## src/rtl/ecc_rcv_pkg.sv

```systemverilog
package ecc_rcv_pkg;

  typedef enum logic [2:0] {
    S_IDLE,
    S_RD,
    S_CHK,
    S_IWR,
    S_IRD,
    S_ICHK
  } seq_st_t;

  typedef enum logic [1:0] {
    EM_NORMAL = 2'b00,
    EM_INV_WR = 2'b01,
    EM_INV_RD = 2'b10
  } ecc_md_t;

  typedef enum logic [2:0] {
    FC_NONE,
    FC_CHKBIT,
    FC_DATABIT,
    FC_DOUBLE,
    FC_BAD
  } flag_cls_t;

endpackage

```

## src/rtl/ecc_rcv_flagdec.sv

```systemverilog
module ecc_rcv_flagdec
  import ecc_rcv_pkg::*;
(
  input  logic      err_any,
  input  logic      err_single,
  input  logic      err_data,
  output flag_cls_t cls
);

  always_comb begin
    case ({err_any, err_single, err_data})
      3'b000:  cls = FC_NONE;
      3'b110:  cls = FC_CHKBIT;
      3'b111:  cls = FC_DATABIT;
      3'b100:  cls = FC_DOUBLE;
      default: cls = FC_BAD;
    endcase
  end

endmodule

```

## src/rtl/ecc_rcv_phase_cnt.sv

```systemverilog
module ecc_rcv_phase_cnt #(
  parameter int MAXV = 2,
  parameter int CW   = $clog2(MAXV + 2)
) (
  input  logic          clk,
  input  logic          rst,
  input  logic          load,
  input  logic [CW-1:0] load_val,
  output logic          zero
);

  logic [CW-1:0] cnt;

  always_ff @(posedge clk) begin
    if (rst) begin
      cnt <= '0;
    end else if (load) begin
      cnt <= load_val;
    end else if (cnt != '0) begin
      cnt <= cnt - CW'(1);
    end
  end

  assign zero = (cnt == '0);

  // a phase never runs longer than its longest configured length
  a_r2_cnt_range: assert property (@(posedge clk) disable iff (rst)
    int'(cnt) <= MAXV);

  // once loaded with a nonzero count the counter moves towards zero
  a_r2_cnt_moves: assert property (@(posedge clk) disable iff (rst)
    (!load && !zero) |=> (int'(cnt) == int'($past(cnt)) - 1));

endmodule

```

## src/rtl/ecc_rcv_addr_hold.sv

```systemverilog
module ecc_rcv_addr_hold #(
  parameter int AW = 12
) (
  input  logic          clk,
  input  logic          rst,
  input  logic          cap,
  input  logic [AW-1:0] d,
  output logic [AW-1:0] q
);

  always_ff @(posedge clk) begin
    if (rst) begin
      q <= '0;
    end else if (cap) begin
      q <= d;
    end
  end

endmodule

```

## src/rtl/ecc_rcv_seq.sv

```systemverilog
module ecc_rcv_seq
  import ecc_rcv_pkg::*;
#(
  parameter int AW    = 12,
  parameter int DW    = 16,
  parameter int P_ACC = 3,
  parameter int P_CHK = 2
) (
  input  logic          clk,
  input  logic          rst,
  input  logic          mode_chk,
  input  logic          cpu_req,
  input  logic [AW-1:0] cpu_addr,
  output logic          cpu_rdy,
  output logic          cpu_early,
  output logic [DW-1:0] cpu_data,
  output logic          cpu_irq,
  output logic          cpu_uerr,
  output logic          mem_rd,
  output logic          mem_wr,
  output logic          mem_oe,
  output logic [AW-1:0] mem_addr,
  input  logic [DW-1:0] mem_q,
  output logic [1:0]    ecc_mode,
  input  logic          err_any,
  input  logic          err_single,
  input  logic          err_data,
  input  logic [DW-1:0] ecc_q
);

  localparam int MAXP = ((P_ACC > P_CHK) ? P_ACC : P_CHK) - 1;
  localparam int CW   = $clog2(MAXP + 2);
  localparam logic [CW-1:0] LD_ACC = CW'(P_ACC - 1);
  localparam logic [CW-1:0] LD_CHK = CW'(P_CHK - 1);

  seq_st_t       st;
  flag_cls_t     cls;
  ecc_md_t       md;
  logic          mon_q;
  logic          cnt_ld;
  logic [CW-1:0] cnt_val;
  logic          cnt_zero;
  logic          accept;

  assign accept = (st == S_IDLE) && cpu_req;

  ecc_rcv_flagdec u_dec (
    .err_any    (err_any),
    .err_single (err_single),
    .err_data   (err_data),
    .cls        (cls)
  );

  ecc_rcv_phase_cnt #(.MAXV(MAXP), .CW(CW)) u_cnt (
    .clk      (clk),
    .rst      (rst),
    .load     (cnt_ld),
    .load_val (cnt_val),
    .zero     (cnt_zero)
  );

  ecc_rcv_addr_hold #(.AW(AW)) u_addr (
    .clk (clk),
    .rst (rst),
    .cap (accept),
    .d   (cpu_addr),
    .q   (mem_addr)
  );

  // phase length selection on each state transition
  always_comb begin
    cnt_ld  = 1'b0;
    cnt_val = '0;
    case (st)
      S_IDLE: if (cpu_req) begin
        cnt_ld  = 1'b1;
        cnt_val = LD_ACC;
      end
      S_RD: if (cnt_zero) begin
        cnt_ld  = 1'b1;
        cnt_val = LD_CHK;
      end
      S_CHK: if (cnt_zero && cls == FC_DOUBLE) begin
        cnt_ld  = 1'b1;
        cnt_val = LD_ACC;
      end
      S_IWR: if (cnt_zero) begin
        cnt_ld  = 1'b1;
        cnt_val = LD_ACC;
      end
      S_IRD: if (cnt_zero) begin
        cnt_ld  = 1'b1;
        cnt_val = LD_CHK;
      end
      default: ;
    endcase
  end

  always_ff @(posedge clk) begin
    if (rst) begin
      st        <= S_IDLE;
      mon_q     <= 1'b0;
      cpu_rdy   <= 1'b0;
      cpu_early <= 1'b0;
      cpu_irq   <= 1'b0;
      cpu_uerr  <= 1'b0;
      cpu_data  <= '0;
    end else begin
      cpu_rdy   <= 1'b0;
      cpu_early <= 1'b0;
      cpu_irq   <= 1'b0;
      cpu_uerr  <= 1'b0;
      case (st)
        S_IDLE: begin
          if (cpu_req) begin
            st    <= S_RD;
            mon_q <= ~mode_chk;
          end
        end
        S_RD: begin
          if (cnt_zero) begin
            st        <= S_CHK;
            cpu_data  <= mem_q;
            cpu_early <= mon_q;
          end
        end
        S_CHK: begin
          if (cnt_zero) begin
            cpu_irq <= mon_q && (cls != FC_NONE);
            case (cls)
              FC_DOUBLE: st <= S_IWR;
              FC_BAD: begin
                st       <= S_IDLE;
                cpu_rdy  <= 1'b1;
                cpu_uerr <= 1'b1;
                cpu_data <= '0;
              end
              default: begin
                st       <= S_IDLE;
                cpu_rdy  <= 1'b1;
                cpu_data <= ecc_q;
              end
            endcase
          end
        end
        S_IWR: if (cnt_zero) st <= S_IRD;
        S_IRD: if (cnt_zero) st <= S_ICHK;
        S_ICHK: begin
          if (cnt_zero) begin
            st      <= S_IDLE;
            cpu_rdy <= 1'b1;
            if (cls == FC_DOUBLE || cls == FC_BAD) begin
              cpu_uerr <= 1'b1;
              cpu_data <= '0;
            end else begin
              cpu_data <= ecc_q;
            end
          end
        end
        default: st <= S_IDLE;
      endcase
    end
  end

  always_comb begin
    if (st == S_IWR)
      md = EM_INV_WR;
    else if (st == S_IRD || st == S_ICHK)
      md = EM_INV_RD;
    else
      md = EM_NORMAL;
  end

  assign ecc_mode = md;
  assign mem_rd   = (st == S_RD) || (st == S_IRD);
  assign mem_wr   = (st == S_IWR);
  assign mem_oe   = (st != S_IWR);

  // memory drivers are off whenever the write-back strobe is high
  a_r6_wr_no_oe: assert property (@(posedge clk) disable iff (rst)
    mem_wr |-> (!mem_oe && ecc_mode == EM_INV_WR));

  // the write-back is followed directly by an inverted re-read
  a_r7_rerd_follows: assert property (@(posedge clk) disable iff (rst)
    $fell(mem_wr) |-> (mem_rd && ecc_mode == EM_INV_RD));

  // the ready strobe lasts a single cycle
  a_r3_rdy_pulse: assert property (@(posedge clk) disable iff (rst)
    cpu_rdy |=> !cpu_rdy);

  // uncorrectable is only reported together with ready
  a_r8_uerr_with_rdy: assert property (@(posedge clk) disable iff (rst)
    cpu_uerr |-> cpu_rdy);

  // address held while a cycle is in progress
  a_r10_addr_hold: assert property (@(posedge clk) disable iff (rst)
    (st != S_IDLE && $past(st) != S_IDLE) |-> $stable(mem_addr));

  // read and write strobes never overlap, and no ready during a read
  a_r2_strobe_excl: assert property (@(posedge clk) disable iff (rst)
    !(mem_rd && mem_wr) && !(mem_rd && cpu_rdy));

  // early strobe only in monitoring style
  a_r4_early_mon: assert property (@(posedge clk) disable iff (rst)
    cpu_early |-> mon_q);

endmodule

```

## config.mk

```make
export PLATFORM = sky130hd
export DESIGN_NAME = ecc_rcv_seq
export DESIGN_NICKNAME = d
export VERILOG_FILES = /design/src/rtl/ecc_rcv_pkg.sv /design/src/rtl/ecc_rcv_flagdec.sv /design/src/rtl/ecc_rcv_phase_cnt.sv /design/src/rtl/ecc_rcv_addr_hold.sv /design/src/rtl/ecc_rcv_seq.sv
export SDC_FILE = /design/constraint.sdc
export NUM_CORES = 1
export LEC_CHECK = 0
export ABC_AREA = 0
export BUFFER_PORTS_ARGS = -buffer_cell sky130_fd_sc_hd__buf_2
export CAP_MARGIN = 20
export CORE_ASPECT_RATIO = 0.9
export CORE_MARGIN = 8
export CORE_UTILIZATION = 48
export DETAILED_ROUTE_END_ITERATION = 7
export HOLD_SLACK_MARGIN = 0.02
export PLACE_DENSITY_LB_ADDON = 0.25
export SLEW_MARGIN = 20
export SYNTH_ARGS = -nofsm -noshare
export SYNTH_HDL_FRONTEND = slang
export SYNTH_SLANG_ARGS = --single-unit
export TNS_END_PERCENT = 1
```

## constraint.sdc

```tcl
create_clock -name clk -period 2.6 [get_ports clk]
set_input_delay 0.13 -clock clk [delete_from_list [all_inputs] [get_ports clk]]
set_output_delay 0.13 -clock clk [all_outputs]
set_load 0.005 [all_outputs]
```

Yosys cells after proc, flatten, opt, wreduce, memory -nomap -nowiden

Index checks and enable logic that the tools add are counted.
Widths: inputs -> output; s select.

Register bits: 38
Word-level logic and storage cells: 88
Output and inout port bits: 37

Mux-type cells: 36
Bitwise operators: 4
Reduce and logical (&&, ||, !) cells: 20
Add/subtract/negate cells: 1
Equal/unequal tests: 18

Operator list:

| cell               | number |
|---|---|
| $mux 16            | 4 |
| $pmux 16 s3        | 1 |
| $pmux 16 s2        | 1 |
| $eq 3x3->1 const B | 6 |
| $mux 3             | 6 |
| $pmux 3 s6         | 1 |
| $mux 2             | 8 |
| $ne 2x2->1 const B | 6 |
| $pmux 3 s4         | 1 |
| $mux 1             | 10 |
| $eq 3x2->1 const B | 3 |
| $reduce_or 3->1    | 3 |
| $pmux 2 s4         | 1 |
| $logic_not 3->1    | 2 |
| $reduce_and 6->1   | 1 |
| $reduce_bool 3->1  | 2 |
| $reduce_and 5->1   | 1 |
| $not 1->1          | 4 |
| $pmux 1 s2         | 2 |
| $reduce_bool 2->1  | 2 |
| $eq 3x1->1 const B | 1 |
| $logic_and 1x1->1  | 3 |
| $logic_or 1x1->1   | 3 |
| $ne 3x2->1 const B | 1 |
| other kinds (6)    | 6 |

Logic depth before layout (Yosys ltp)

Depth in word-level cells: 7
Depth in mapped cells: 7
Gate-level depth less buffers: 6

Modules after synthesis

A second synthesis with hierarchy kept.

Cell total of the unflattened synthesis: 215
Area, all modules: 2127.0 um^2

By module, submodules not included:

| module            | instances | cells each | area an instance (um^2) | sequential area each (um^2) |
|---|---|---|---|---|
| ecc_rcv_seq       | 1         | 160        | 1549.0                  | 480.5 |
| ecc_rcv_addr_hold | 1         | 38         | 420.4                   | 240.2 |
| ecc_rcv_phase_cnt | 1         | 12         | 121.4                   | 40.0 |
| ecc_rcv_flagdec   | 1         | 5          | 36.3                    | 0.0 |

Worst setup path after synthesis

Ideal clock, no wire load.

Path kind: register -> register
Start: register u_cnt.cnt[0]
End: register cpu_data[10]
Arrival time: 1.467 ns
Required time: 2.477 ns
Clock period less this slack: 1.590 ns
Setup time: 0.123 ns
Path slack: 1.010 ns
Stages on the path, launching flop included: 8
Path through: dfxtp_1 > inv_1 > ha_1 > and2b_2 > a32o_2 > buf_6 > o21ai_0 > nor2_1

Longest elaborated chain between the ends: 3

RTL lines:

| element                        | line                    | text |
|---|---|---|
| from (decl)                    | ecc_rcv_phase_cnt.sv:12 | `logic [CW-1:0] cnt;` |
| from (signal assigned)         | ecc_rcv_phase_cnt.sv:18 | `cnt <= load_val;` |
| from (signal assigned)         | ecc_rcv_phase_cnt.sv:20 | `cnt <= cnt - CW'(1);` |
| $logic_not 2->1 (*)            | ecc_rcv_phase_cnt.sv:24 | `assign zero = (cnt == '0);` |
| $ne 2x2->1 (no line)           | --                      |  |
| $reduce_and 5->1 (no line) (*) | --                      |  |
| to (signal assigned)           | ecc_rcv_seq.sv:123      | `cpu_data <= mem_q;` |
| to (signal assigned)           | ecc_rcv_seq.sv:141      | `cpu_data <= ecc_q;` |
| to (signal assigned)           | ecc_rcv_seq.sv:156      | `cpu_data <= ecc_q;` |
| to (decl)                      | ecc_rcv_seq.sv:16       | `output logic [DW-1:0] cpu_data,` |

Mark *: on every way between the ends. The rest lies on a longest branch, timed or not.
A chain may end at the register's enable or synchronous reset.

Final worst setup path

Start: register st[0]
End: register cpu_data[4]

Longest elaborated chain between the ends: 3

RTL lines:

| element                                                          | line               | text |
|---|---|---|
| from (decl)                                                      | ecc_rcv_seq.sv:36  | `seq_st_t st;` |
| from (signal assigned)                                           | ecc_rcv_seq.sv:101 | `st <= S_IDLE;` |
| from (signal assigned)                                           | ecc_rcv_seq.sv:116 | `st <= S_RD;` |
| from (signal assigned)                                           | ecc_rcv_seq.sv:122 | `st <= S_CHK;` |
| $eq 3x2->1 (tied with other cells)                               | ecc_rcv_seq.sv:113 | `case (st)` |
| $ne 2x2->1 (no line) / $reduce_bool 3->1 (equally long branches) | --                 |  |
| $reduce_and 5->1 (no line)                                       | --                 |  |

Several ways; a longest one is shown, not always the timed one.

==> results.cfg <==
[worst_setup_path]
start_kind = register
cpMaxStageDelayCell = dfxtp_1
critPathMaxFanout = 17
max_stage_delay_ns = 0.65
crit_chain = nor2b_1, a32oi_4, a221oi_1, nor2_1
cp.required_ns = 2.77
crit_family = flip-flops
critPathCaptureType = register
critPathKind = reg2reg
cp_num_buf_inv = 0
crit_arrival_ns = 2.01

[synthesis]
syn_avg_cell_area_um2 = 8.65
ys_seq_area_share_pct = 44.0
yosysTopAreaCellShare_pct = 44.0
syn_inst = 200
ys_ff_latch = 38
yosysWarnings = 0
synthFlopType = dfxtp_1
synthArstFlopShare_pct = 0
netlist_top_cells_area = dfxtp_1 (44%), nand2_1 (7.4%), a221oi_1 (7.1%)
syn_area_mm2 = 0.00173
synth_edf_count = 0
syn_nets = 252
yosys.area.top_type = dfxtp_1
synthDistinctLibCells = 43

[floorplan]
pin_count = 88
coreArea_mm2 = 0.00340
rows = 20
start_util_pct = 50.8
die_height_um = 72.9
die_area_mm2 = 0.00578
dieWidth_um = 79.3

[global_route]
grt_pass1_vias = 1758
grtUsageTotal_pct = 16.4
grt_overflow = 0
grt_pass1_wl_um = 7730
grt_max_degree = 20
antenna_found_initial = 0

[timing]
rsz0062_at_grt = no
timing.final.crit_share_pct = 70.8
fmax_mhz = 543
worst_slew_pin_slew_ns = 0.538
hold_violations = 0
layout_setup_ws_ns = 0.759
finalSetupTns_ns = 0
period_minus_slack_ns = 1.84
max-slew-margin-rel_pct = 64.2
drv_slew = 0
skew_ns = 0.00363
setup_violations = 0

[routing]
drt_iter0_drc = 127
ant_nets = 0
wire_per_inst_um = 14.0
vias = 1734
routed_wl_um = 4620
vias_per_cell = 5.27
drcViolationCount = 0
drt_pass1_iterations = 4

[placed_design]
preCtsSetupSlack_ns = 0.777
place_hpwl_um = 3480
portBuffers = 87
placed_area_mm2 = 0.00216
place_congestion = 0.809

[clock_network]
cts_max_path_buffers = 2
cts.sinks = 38
cts_buffers = 5
htree_levels = 2
cts_root_buffer = clkbuf_8
cts_tree = done
cts_setup_buffers = 0
cts_hold_buf = 1
post_cts_resized = 0
insertion_delay_ns = 0.29
clk_pin_slew_worst_paths_ns = 0.07

[run_status]
status = finished, final reports clean

[power_and_ir_drop]
cellLeakagePower_nw = 1.08
power_mw = 1.96
powerDensity_mw_per_mm2 = 862
peakVddDrop_uv = 463

[finish]
final_nets = 337
postLayoutCellArea_mm2 = 0.00228
drive_above_1_share_pct = 38.2
diodes = 0
area_delta_synth_final_pct = 31.8

[flow_run]
cap_viol_max_count = 0

[worst_hold_path]
hold_path.class = in2reg
logic make-up (layout without fill, tap and decap cells):
kind of cell | after synthesis | count (layout) | synth area share, %
flops | 38 | 38 | 44.0
xor+xnor | 2 | 2 | 1.01
mux | 1 | 1 | 0.579
simple gates | 76 | 76 | 20.7
compound gates | 62 | 62 | 26.1
buf+inv | 20 | 105 | 6.87
fa+ha+maj | 1 | 1 | 0.723
flip-flops by register name, indices dropped and copies added (netlist names), 2 cells and up:
signal and count:
cpu_data 16, u_addr.q 12, st 3, u_cnt.cnt 2
final cells by class:
cell class / count / area, µm²
well taps: 44 / 55.1
inverters: 5 / 18.8
clock inverters: 1 / 30.0
clock buffers: 6 / 82.6
fillers: 314 / 1120
flip-flops and latches: 38 / 761
repair buffers: 93 / 483
multi-input cells: 142 / 850
worst reg2reg max path: stages, from the launching register on:
cell and delay [ns]:
dfxtp_1 0.65, nor2b_1 0.47, a32oi_4 0.22, a221oi_1 0.30, nor2_1 0.08
where the power goes:
part,internal [mW],switching (mW)
combinational,0.299,0.372
sequential,0.710,0.0866
clock,0.307,0.190
total,1.32,0.648
layer usage:
layer  global-route usage (%)  routed length [µm]  up-vias  share of wire [%]
li1                         -                   -      885                  -
met1                     19.5                2080      770                 45
met2                     25.5                2040       71                 44
met3                     6.40                 422        8                9.1
met4                     7.39                  80        0                1.7
met5                        0                   0        -                  0
cell usage after synthesis (2+ instances only):
| cell | instances |
|---|---|
| dfxtp_1 | 38 |
| nand2_1 | 34 |
| nor2_1 | 20 |
| a21oi_1 | 15 |
| a221oi_1 | 14 |
| o21ai_0 | 13 |
| clkbuf_1 | 6 |
| inv_1 | 5 |
| o21ai_1 | 5 |
| buf_2 | 3 |
| buf_6 | 3 |
| nand3_1 | 3 |
| nor3_1 | 3 |
| a221oi_2 | 2 |
| a311oi_1 | 2 |
| buf_4 | 2 |
| nand3b_1 | 2 |
| nor2b_1 | 2 |
| nor3b_1 | 2 |
| nor4b_1 | 2 |
| xnor2_1 | 2 |
placed cells by master (no fill, tap or decap), drive strengths merged, types with 5 or more instances in the layout:
| master | Yosys | layout |
|---|---|---|
| o21ai | 18 | 18 |
| nand2 | 34 | 34 |
| nor2 | 20 | 20 |
| dfxtp | 38 | 38 |
| a221oi | 16 | 16 |
| clkbuf | 7 | 6 |
| inv | 5 | 5 |
| a21oi | 16 | 16 |
| buf | 8 | 92 |
through the flow:
| stage | hold slack (ns) | cells | util [%] |
|---|---|---|---|
| 6_report | 0.0739 | 329 | 67.0 |
| 5_1_grt | 0.0865 | 329 | 67.0 |
| 4_1_cts | 0.0732 | 329 | 67.0 |
| 3_5_place_dp | 0.322 | 321 | 63.4 |
| 3_3_place_gp | 0.317 | 321 | 63.4 |
| 2_1_floorplan | 0.226 | 200 | - |
final timing paths:
check,cells past startpoint,endpoint,slack [ns],startpoint
setup / recovery,4,cpu_data[4]$_SDFFE_PP0P_,0.76,st[0]$_SDFFE_PP0P_
hold / removal,3,u_addr.q[6]$_SDFFE_PP0P_,0.07,cpu_addr[6]
setup reg to reg,4,cpu_data[4]$_SDFFE_PP0P_,0.76,st[0]$_SDFFE_PP0P_
hold reg to reg,2,u_addr.q[3]$_SDFFE_PP0P_,0.45,u_addr.q[3]$_SDFFE_PP0P_
No activity file was read; power rests on OpenSTA's default activity.
